===== src/rtl/pinmux_pkg.sv =====
package pinmux_pkg;

  localparam int FSEL_W = 5;
  localparam logic [FSEL_W-1:0] FSEL_NONE = 5'h1F;

  typedef enum logic [1:0] {
    OVR_PASS = 2'd0,
    OVR_INV  = 2'd1,
    OVR_LO   = 2'd2,
    OVR_HI   = 2'd3
  } ovr_e;

  typedef struct packed {
    ovr_e              irq;
    ovr_e              inp;
    ovr_e              oe;
    ovr_e              out;
    logic [FSEL_W-1:0] fsel;
  } ctrl_t;

  typedef struct packed {
    logic od;
    logic ie;
  } pad_t;

  // control word field positions (software-visible)
  localparam int CB_OUT = 8;
  localparam int CB_OE  = 12;
  localparam int CB_IN  = 16;
  localparam int CB_IRQ = 28;
  // pad word bit positions
  localparam int PB_OD = 7;
  localparam int PB_IE = 6;
  // status word bit positions
  localparam int ST_OUT_PRE  = 8;
  localparam int ST_OUT_POST = 9;
  localparam int ST_OE_PRE   = 12;
  localparam int ST_OE_PAD   = 13;
  localparam int ST_IN_PRE   = 17;
  localparam int ST_IN_POST  = 19;
  localparam int ST_IRQ_PRE  = 24;
  localparam int ST_IRQ_POST = 26;

  // per-pin word selector inside the {pin, word} address
  localparam logic [1:0] W_CTRL = 2'd0;
  localparam logic [1:0] W_STAT = 2'd1;
  localparam logic [1:0] W_PAD  = 2'd2;

  localparam ctrl_t CTRL_RST = '{irq: OVR_PASS, inp: OVR_PASS, oe: OVR_PASS,
                                 out: OVR_PASS, fsel: FSEL_NONE};
  localparam pad_t  PAD_RST  = '{od: 1'b1, ie: 1'b0};

  function automatic logic apply_ovr(logic s, ovr_e m);
    case (m)
      OVR_INV: return ~s;
      OVR_LO:  return 1'b0;
      OVR_HI:  return 1'b1;
      default: return s;
    endcase
  endfunction

  function automatic logic [31:0] ctrl_to_word(ctrl_t c);
    logic [31:0] w;
    w = '0;
    w[FSEL_W-1:0]      = c.fsel;
    w[CB_OUT+1:CB_OUT] = c.out;
    w[CB_OE+1:CB_OE]   = c.oe;
    w[CB_IN+1:CB_IN]   = c.inp;
    w[CB_IRQ+1:CB_IRQ] = c.irq;
    return w;
  endfunction

  function automatic ctrl_t word_to_ctrl(logic [31:0] w);
    ctrl_t c;
    c.fsel = w[FSEL_W-1:0];
    c.out  = ovr_e'(w[CB_OUT+1:CB_OUT]);
    c.oe   = ovr_e'(w[CB_OE+1:CB_OE]);
    c.inp  = ovr_e'(w[CB_IN+1:CB_IN]);
    c.irq  = ovr_e'(w[CB_IRQ+1:CB_IRQ]);
    return c;
  endfunction

endpackage


===== src/rtl/pinmux_cfg_regs.sv =====
module pinmux_cfg_regs
  import pinmux_pkg::*;
#(
  parameter int NPINS = 30,
  parameter int PIN_W = $clog2(NPINS),
  localparam int ADDR_W = PIN_W + 2
) (
  input  logic                        clk,
  input  logic                        rst_n,
  input  logic                        cfg_we,
  input  logic [ADDR_W-1:0]           cfg_addr,
  input  logic [31:0]                 cfg_wdata,
  output logic [31:0]                 cfg_rdata,
  input  logic [NPINS-1:0][31:0]      status_i,
  output ctrl_t [NPINS-1:0]           ctrl_o,
  output pad_t  [NPINS-1:0]           pad_o
);

  ctrl_t [NPINS-1:0] ctrl_q;
  pad_t  [NPINS-1:0] pad_q;

  logic [PIN_W-1:0] pin_idx;
  logic [1:0]       word_sel;
  logic             pin_hit;
  logic             unused_wdata;

  assign pin_idx      = cfg_addr[ADDR_W-1:2];
  assign word_sel     = cfg_addr[1:0];
  assign pin_hit      = (32'(pin_idx) < NPINS);
  assign unused_wdata = ^cfg_wdata;

  always_ff @(posedge clk or negedge rst_n) begin
    if (!rst_n) begin
      for (int p = 0; p < NPINS; p++) begin
        ctrl_q[p] <= CTRL_RST;
        pad_q[p]  <= PAD_RST;
      end
    end else if (cfg_we && pin_hit) begin
      if (word_sel == W_CTRL) ctrl_q[pin_idx] <= word_to_ctrl(cfg_wdata);
      if (word_sel == W_PAD)  pad_q[pin_idx]  <= '{od: cfg_wdata[PB_OD], ie: cfg_wdata[PB_IE]};
    end
  end

  always_comb begin
    cfg_rdata = '0;
    if (pin_hit) begin
      case (word_sel)
        W_CTRL: cfg_rdata = ctrl_to_word(ctrl_q[pin_idx]);
        W_STAT: cfg_rdata = status_i[pin_idx];
        W_PAD: begin
          cfg_rdata[PB_OD] = pad_q[pin_idx].od;
          cfg_rdata[PB_IE] = pad_q[pin_idx].ie;
        end
        default: cfg_rdata = '0;
      endcase
    end
  end

  assign ctrl_o = ctrl_q;
  assign pad_o  = pad_q;

  // writes to status, reserved words or absent pins leave all state untouched
  p_dead_write_r10: assert property (@(posedge clk) disable iff (!rst_n)
    (cfg_we && (!pin_hit || word_sel == W_STAT || word_sel == 2'd3))
      |=> ($stable(ctrl_q) && $stable(pad_q)));

endmodule


===== src/rtl/pinmux_lane.sv =====
module pinmux_lane
  import pinmux_pkg::*;
#(
  parameter int NFUNC = 10
) (
  input  ctrl_t             ctrl,
  input  pad_t              pad,
  input  logic              pad_in,
  input  logic [NFUNC-1:0]  fout,
  input  logic [NFUNC-1:0]  foe,
  output logic              pad_out,
  output logic              pad_oe,
  output logic              irq,
  output logic [NFUNC-1:0]  fin,
  output logic [31:0]       status
);

  logic [NFUNC-1:0] sel_hot;
  logic out_pre, oe_pre, in_pre, in_post, oe_post, irq_pre;

  for (genvar f = 0; f < NFUNC; f++) begin : g_sel
    assign sel_hot[f] = (ctrl.fsel == FSEL_W'(f));
  end

  // unattached selectors leave sel_hot all-zero, so both sources read 0
  assign out_pre = |(sel_hot & fout);
  assign oe_pre  = |(sel_hot & foe);

  assign pad_out = apply_ovr(out_pre, ctrl.out);
  assign oe_post = apply_ovr(oe_pre, ctrl.oe);
  assign pad_oe  = oe_post & ~pad.od;

  assign in_pre  = pad_in & pad.ie;
  assign in_post = apply_ovr(in_pre, ctrl.inp);
  assign fin     = sel_hot & {NFUNC{in_post}};

  assign irq_pre = pad_in;
  assign irq     = apply_ovr(irq_pre, ctrl.irq);

  always_comb begin
    status              = '0;
    status[ST_OUT_PRE]  = out_pre;
    status[ST_OUT_POST] = pad_out;
    status[ST_OE_PRE]   = oe_pre;
    status[ST_OE_PAD]   = pad_oe;
    status[ST_IN_PRE]   = in_pre;
    status[ST_IN_POST]  = in_post;
    status[ST_IRQ_PRE]  = irq_pre;
    status[ST_IRQ_POST] = irq;
  end

endmodule


===== src/rtl/pinmux_bank.sv =====
module pinmux_bank
  import pinmux_pkg::*;
#(
  parameter int NPINS = 30,
  parameter int NFUNC = 10,
  localparam int PIN_W  = $clog2(NPINS),
  localparam int ADDR_W = PIN_W + 2,
  localparam int FV_W   = NFUNC * NPINS
) (
  input  logic              clk,
  input  logic              rst_n,
  input  logic              cfg_we,
  input  logic [ADDR_W-1:0] cfg_addr,
  input  logic [31:0]       cfg_wdata,
  output logic [31:0]       cfg_rdata,
  input  logic [FV_W-1:0]   func_out_i,
  input  logic [FV_W-1:0]   func_oe_i,
  output logic [FV_W-1:0]   func_in_o,
  input  logic [NPINS-1:0]  pad_in_i,
  output logic [NPINS-1:0]  pad_out_o,
  output logic [NPINS-1:0]  pad_oe_o,
  output logic [NPINS-1:0]  irq_o
);

  ctrl_t [NPINS-1:0]        ctrl;
  pad_t  [NPINS-1:0]        pad;
  logic  [NPINS-1:0][31:0]  status;

  pinmux_cfg_regs #(.NPINS(NPINS), .PIN_W(PIN_W)) u_regs (
    .clk      (clk),
    .rst_n    (rst_n),
    .cfg_we   (cfg_we),
    .cfg_addr (cfg_addr),
    .cfg_wdata(cfg_wdata),
    .cfg_rdata(cfg_rdata),
    .status_i (status),
    .ctrl_o   (ctrl),
    .pad_o    (pad)
  );

  for (genvar p = 0; p < NPINS; p++) begin : g_pin
    logic [NFUNC-1:0] fout_v, foe_v, fin_v;

    for (genvar f = 0; f < NFUNC; f++) begin : g_fn
      assign fout_v[f]              = func_out_i[f*NPINS+p];
      assign foe_v[f]               = func_oe_i[f*NPINS+p];
      assign func_in_o[f*NPINS+p]   = fin_v[f];
    end

    pinmux_lane #(.NFUNC(NFUNC)) u_lane (
      .ctrl   (ctrl[p]),
      .pad    (pad[p]),
      .pad_in (pad_in_i[p]),
      .fout   (fout_v),
      .foe    (foe_v),
      .pad_out(pad_out_o[p]),
      .pad_oe (pad_oe_o[p]),
      .irq    (irq_o[p]),
      .fin    (fin_v),
      .status (status[p])
    );

    // output disable in the pad word wins over every override
    p_od_blocks_oe_r8: assert property (@(posedge clk) disable iff (!rst_n)
      pad[p].od |-> !pad_oe_o[p]);

    // a pin's input reaches at most one peripheral
    p_fin_onehot_r6: assert property (@(posedge clk) disable iff (!rst_n)
      $onehot0(fin_v));

    // with input enable clear and no override, no peripheral sees the pin
    p_ie_gate_r6: assert property (@(posedge clk) disable iff (!rst_n)
      (!pad[p].ie && ctrl[p].inp == OVR_PASS) |-> (fin_v == '0));

    // unattached selector with pass-through output drives nothing
    p_unattached_quiet_r3: assert property (@(posedge clk) disable iff (!rst_n)
      ((32'(ctrl[p].fsel) >= NFUNC) && ctrl[p].out == OVR_PASS && ctrl[p].oe == OVR_PASS)
        |-> (!pad_out_o[p] && !pad_oe_o[p]));

    // forced interrupt codes dominate the pad level
    p_irq_force_r7: assert property (@(posedge clk) disable iff (!rst_n)
      (ctrl[p].irq == OVR_HI) |-> irq_o[p]);
  end

endmodule


===== config.mk =====
export PLATFORM = sky130hd
export DESIGN_NAME = pinmux_bank
export DESIGN_NICKNAME = d
export VERILOG_FILES = /design/src/rtl/pinmux_pkg.sv /design/src/rtl/pinmux_cfg_regs.sv /design/src/rtl/pinmux_lane.sv /design/src/rtl/pinmux_bank.sv
export SDC_FILE = /design/constraint.sdc
export NUM_CORES = 2
export LEC_CHECK = 0
export ABC_CLOCK_PERIOD_IN_PS = 4059
export BUFFER_PORTS_ARGS = -buffer_cell sky130_fd_sc_hd__buf_2
export CAP_MARGIN = 5
export CORE_AREA = 5 5 425 427
export CTS_BUF_LIST = sky130_fd_sc_hd__clkbuf_16
export CTS_CLUSTER_DIAMETER = 30
export DETAILED_ROUTE_END_ITERATION = 10
export DIE_AREA = 0 0 430 432
export GPL_TIMING_DRIVEN = 0
export SLEW_MARGIN = 10
export SYNTH_ARGS = -nofsm -noshare
export SYNTH_HDL_FRONTEND = slang
export SYNTH_SLANG_ARGS = --single-unit

===== constraint.sdc =====
create_clock -name clk -period 4.06 [get_ports clk]
set_input_delay 0.609 -clock clk [delete_from_list [all_inputs] [get_ports clk]]
set_output_delay 0.609 -clock clk [all_outputs]
set_load 0.005 [all_outputs]

==> summary.txt <==
Pwr
  – Reported net switching power: 0.00774 W
  – Part of the power in registers: 0.244
  – Switching power share of the total: 0.344
  – Clock network fraction of design power: 0.489
  – Logic gate share of total power: 0.266
  – Overall power after layout: 0.0225 W
  – Pwr/cell area: 450 nW/um^2
  – Max IR drop VDD: 0.294 mV
  – Leakage component of the power: 21.9 nW
  – Internal portion of total power: 0.0148 W

Setup path
  – Largest incremental delay on the critical path: 0.58 ns
  – Cells along the critical path: mux4_2 -> and2_0 -> o21ai_2 -> a21oi_2 -> xor2_2 -> a221o_1 -> o2111ai_2 -> a2111oi_4 -> a41o_1 -> buf_6
  – Worst setup SP type: flop
  – Required @ worst endpoint: 3.45 ns
  – Cell with the largest stage delay on the worst path: sky130_fd_sc_hd__dfstp_2
  – Worst path bufs/invs: 1
  – Critical path start-end classification: flop to output pin
  – CP delay by family, top: compound AO/OA/AOI/OAI gates
  – Depth of the worst register-to-register path: 3
  – Worst-path maximum fanout: 4
  – Reg2Reg Launch Point: u_regs.ctrl_o[364]$_DFFE_PN1P_
  – Critical Path Sink Type: output pin
  – Register-to-register setup slack: 2.57 ns
  – Data arrival at the endpoint of the critical path: 4.04 ns
  – Endpoint of the worst-slack reg-to-reg timing path: u_regs.ctrl_o[364]$_DFFE_PN1P_

STA
  – Final hold violation count: 0
  – Final number of setup-violating endpoints: 9
  – Share of the clock period used by the worst path after layout: 1.14
  – Fin worst setup slack: -0.586 ns
  – Unrepaired setup endpoints after global routing: yes
  – Aggregate negative setup slack: -1.98 ns
  – Time the worst path needs with I/O delays and setup: 4.65 ns
  – Clock skew: 0 ns
  – Slew @ Worst Pin: 1.39 ns
  – Worst slew margin relative to its limit: 0.0679
  – Max-slew violation total from the final report: 0
  – Highest clock rate: 215 MHz

Min path
  – Count of cells along the worst hold path: 2
  – Worst Hold Launch: cfg_wdata[2]
  – Class of the most critical hold timing path: input port to flop
  – Terminating pin of the worst hold path: u_regs.ctrl_o[2]$_DFFE_PN1P_

Clocking
  – Clock latency reported for the late side of the worst-skew pair: 0.77 ns
  – Sink count of the clock tree: 450
  – Buffer type at the clock tree root: sky130_fd_sc_hd__clkbuf_16
  – Clock tree from TritonCTS: built
  – Level count of the clock H-tree: 4
  – Clk slew on worst S/H paths: 0.04 ns
  – Clock buffers created by TritonCTS: 141
  – Maximum clock path buffer count: 3

Die
  – Initial Utilization: 0.198
  – Number of placement rows: 154
  – Area enclosed by the die boundary: 186000 sq um
  – I/O pin cnt: 1094
  – Core Footprint: 176000 sq um
  – Horizontal extent of the die: 430 microns
  – Die extent in y: 432 microns

GRT
  – Aggregate global-route resource usage: 0.255
  – Antenna violations before repair: 78
  – Maximum number of pins on one net before global-route repair: 103
  – First-pass GRT wire length: 327000 microns
  – Vias in the first global route: 37100
  – Overall overflow remaining after global route: 0

Placement
  – Worst setup timing slack at the placement stage: -2.04 ns
  – Total half-perimeter wirelength after legalization and detailed placement: 204000 microns
  – Cell count after placement: 6972
  – Port Buffers: 1045
  – Routability congestion estimate from global placement: 1.05

Run status
  – Result of the run: finished with violations
  – Violated checks: setup timing

Layout
  – Post-layout nets: 5457
  – Share of post-route cells with drive strength above 1: 0.529
  – Area of the multi-input gates: 22300 sq um
  – Post-route non-filler standard cell count: 7285
  – Fill cells: 18800
  – Reg area: 11500 sq um
  – Post-synthesis to final-layout area growth: 43.9%
  – Final core utilization: 0.285

Synth
  – Post-synth cell types: 97
  – Cell area after synthesis: 34800 sq um
  – Synth top cells by count: sky130_fd_sc_hd__mux2_2 (489), sky130_fd_sc_hd__nor2_1 (448), sky130_fd_sc_hd__nand2_1 (276)
  – FFs w/ async S/R, synth: 1.00
  – Ranking of synthesized cells by area: sky130_fd_sc_hd__dfrtp_1 (19%), sky130_fd_sc_hd__mux2_2 (16%), sky130_fd_sc_hd__dfstp_2 (14%)
  – Syn Inst Count: 3562
  – Post-Syn Area per Cell: 9.76 sq um
  – Yosys Warn Count: 0
  – Flip-flop and latch count after synthesis: 450
  – Most repeated cell in the gate-level netlist after synthesis: sky130_fd_sc_hd__mux2_2
  – Dominant register cell in the synthesized netlist: sky130_fd_sc_hd__dfrtp_1
  – Number of enable-type register cells in the synthesized netlist: 0
  – Cell accounting for the most synthesized area: sky130_fd_sc_hd__dfrtp_1
  – Sequential element share of the synthesized area: 0.330
  – Fraction of synthesized cell area taken by the top area cell type: 0.194

Routing
  – Number of vias after detailed routing: 37200
  – WL final: 249000 microns
  – DRT iter0 DRCs: 3559
  – Antenna viol nets, final: 0
  – Post-DR wirelength/cell: 34.2 microns
  – DRC violations left: 0
  – Detail-routed via count per cell: 5.11
  – Drt first pass iters: 6

Run
  – Maxcap violations: 0
==> placed cells by master (no fill, tap or decap), types with 123 or more instances in the layout <==
| cell | n |
|---|---|
| sky130_fd_sc_hd__dfstp_2 | 179 |
| sky130_fd_sc_hd__buf_4 | 167 |
| sky130_fd_sc_hd__mux4_2 | 162 |
| sky130_fd_sc_hd__clkbuf_16 | 141 |
| sky130_fd_sc_hd__nand2b_1 | 123 |
| sky130_fd_sc_hd__buf_2 | 1064 |
| sky130_fd_sc_hd__mux2_2 | 487 |
| sky130_fd_sc_hd__nor2_1 | 427 |
| sky130_fd_sc_hd__nand2_1 | 271 |
| sky130_fd_sc_hd__dfrtp_1 | 270 |
| sky130_fd_sc_hd__nor3_1 | 128 |
==> worst max-delay path by stage <==
stage	from	end	depth (start not counted)
floorplan	cfg_addr[2]	cfg_rdata[28]	8
global placement	rst_n	u_regs.ctrl_o[214]$_DFFE_PN0P_	1
detailed placement	cfg_addr[3]	cfg_rdata[12]	10
CTS	u_regs.ctrl_o[0]$_DFFE_PN1P_	cfg_rdata[13]	11
global route	u_regs.ctrl_o[377]$_DFFE_PN1P_	cfg_rdata[9]	10
finish	u_regs.ctrl_o[248]$_DFFE_PN1P_	cfg_rdata[9]	10
==> worst register-to-register path, cell delays in order (launching register included) <==
cell and delay (ns):
sky130_fd_sc_hd__dfstp_2 0.52, sky130_fd_sc_hd__clkbuf_1 0.32, sky130_fd_sc_hd__buf_2 0.36, sky130_fd_sc_hd__mux2_2 0.22
==> power by group through the flow <==
stage	Sequential, W	Combinational (W)	Clock, W
floorplan	0.00526	0.00283	0
global placement	0.00541	0.00555	0
detailed placement	0.00543	0.00561	0
CTS	0.00546	0.00588	0.0111
global route	0.00555	0.00624	0.0114
finish	0.00550	0.00600	0.0110
==> state kept, by name, indices dropped and copies added, names as in the netlist <==
name           cells
u_regs.pad_o      60
u_regs.ctrl_o    390
==> layout make-up <==
| cell class | count | area share |
|---|---|---|
| repair buffers | 1106 | 0.119 |
| diodes | 43 | 0.00215 |
| multi-input cells | 2675 | 0.446 |
| inverters | 48 | 0.00373 |
| clock inverters | 122 | 0.0254 |
| plain buffers | 360 | 0.0452 |
| clock buffers | 141 | 0.0705 |
| flip-flops and latches | 450 | 0.230 |
| well taps | 2340 | 0.0585 |
==> routing by layer <==
layer	track usage	up-vias	wire [microns]
met4	0.148	12	17000
met3	0.0551	536	17700
met1	0.304	19100	95900
li1	-	15500	-
met5	0	-	93
met2	0.425	2110	119000
==> timing repair <==
action,CTS,global route
hold buffers,1,0
cloned,0,0
endpoints found under the setup margin,77,25
pin swaps,41,39
setup buffers,30,19
hold endpoints to repair,17,0
resized for setup,354,115
==> logic make-up (layout without fill, tap and decap cells) <==
| family | Yosys count | in the layout | synth area share |
|---|---|---|---|
| simple gates | 1282 | 1282 | 0.179 |
| flops | 450 | 450 | 0.330 |
| mux | 781 | 781 | 0.301 |
| fa+ha+maj | 3 | 3 | 0.00108 |
| compound gates | 491 | 491 | 0.101 |
| xor+xnor | 104 | 104 | 0.0262 |
| buf+inv | 450 | 1777 | 0.0616 |
| other cells | 1 | 57 | 0.000108 |
==> through the flow <==
step,area (sq um),hold WS (ns)
after floorplan,34800,0.313
after global placement,43000,0.498
after detailed placement,43300,0.510
after CTS,49400,0.116
after global routing,50000,0.154
final,50000,0.155
Note: power is estimated with default switching activity, not from simulation.
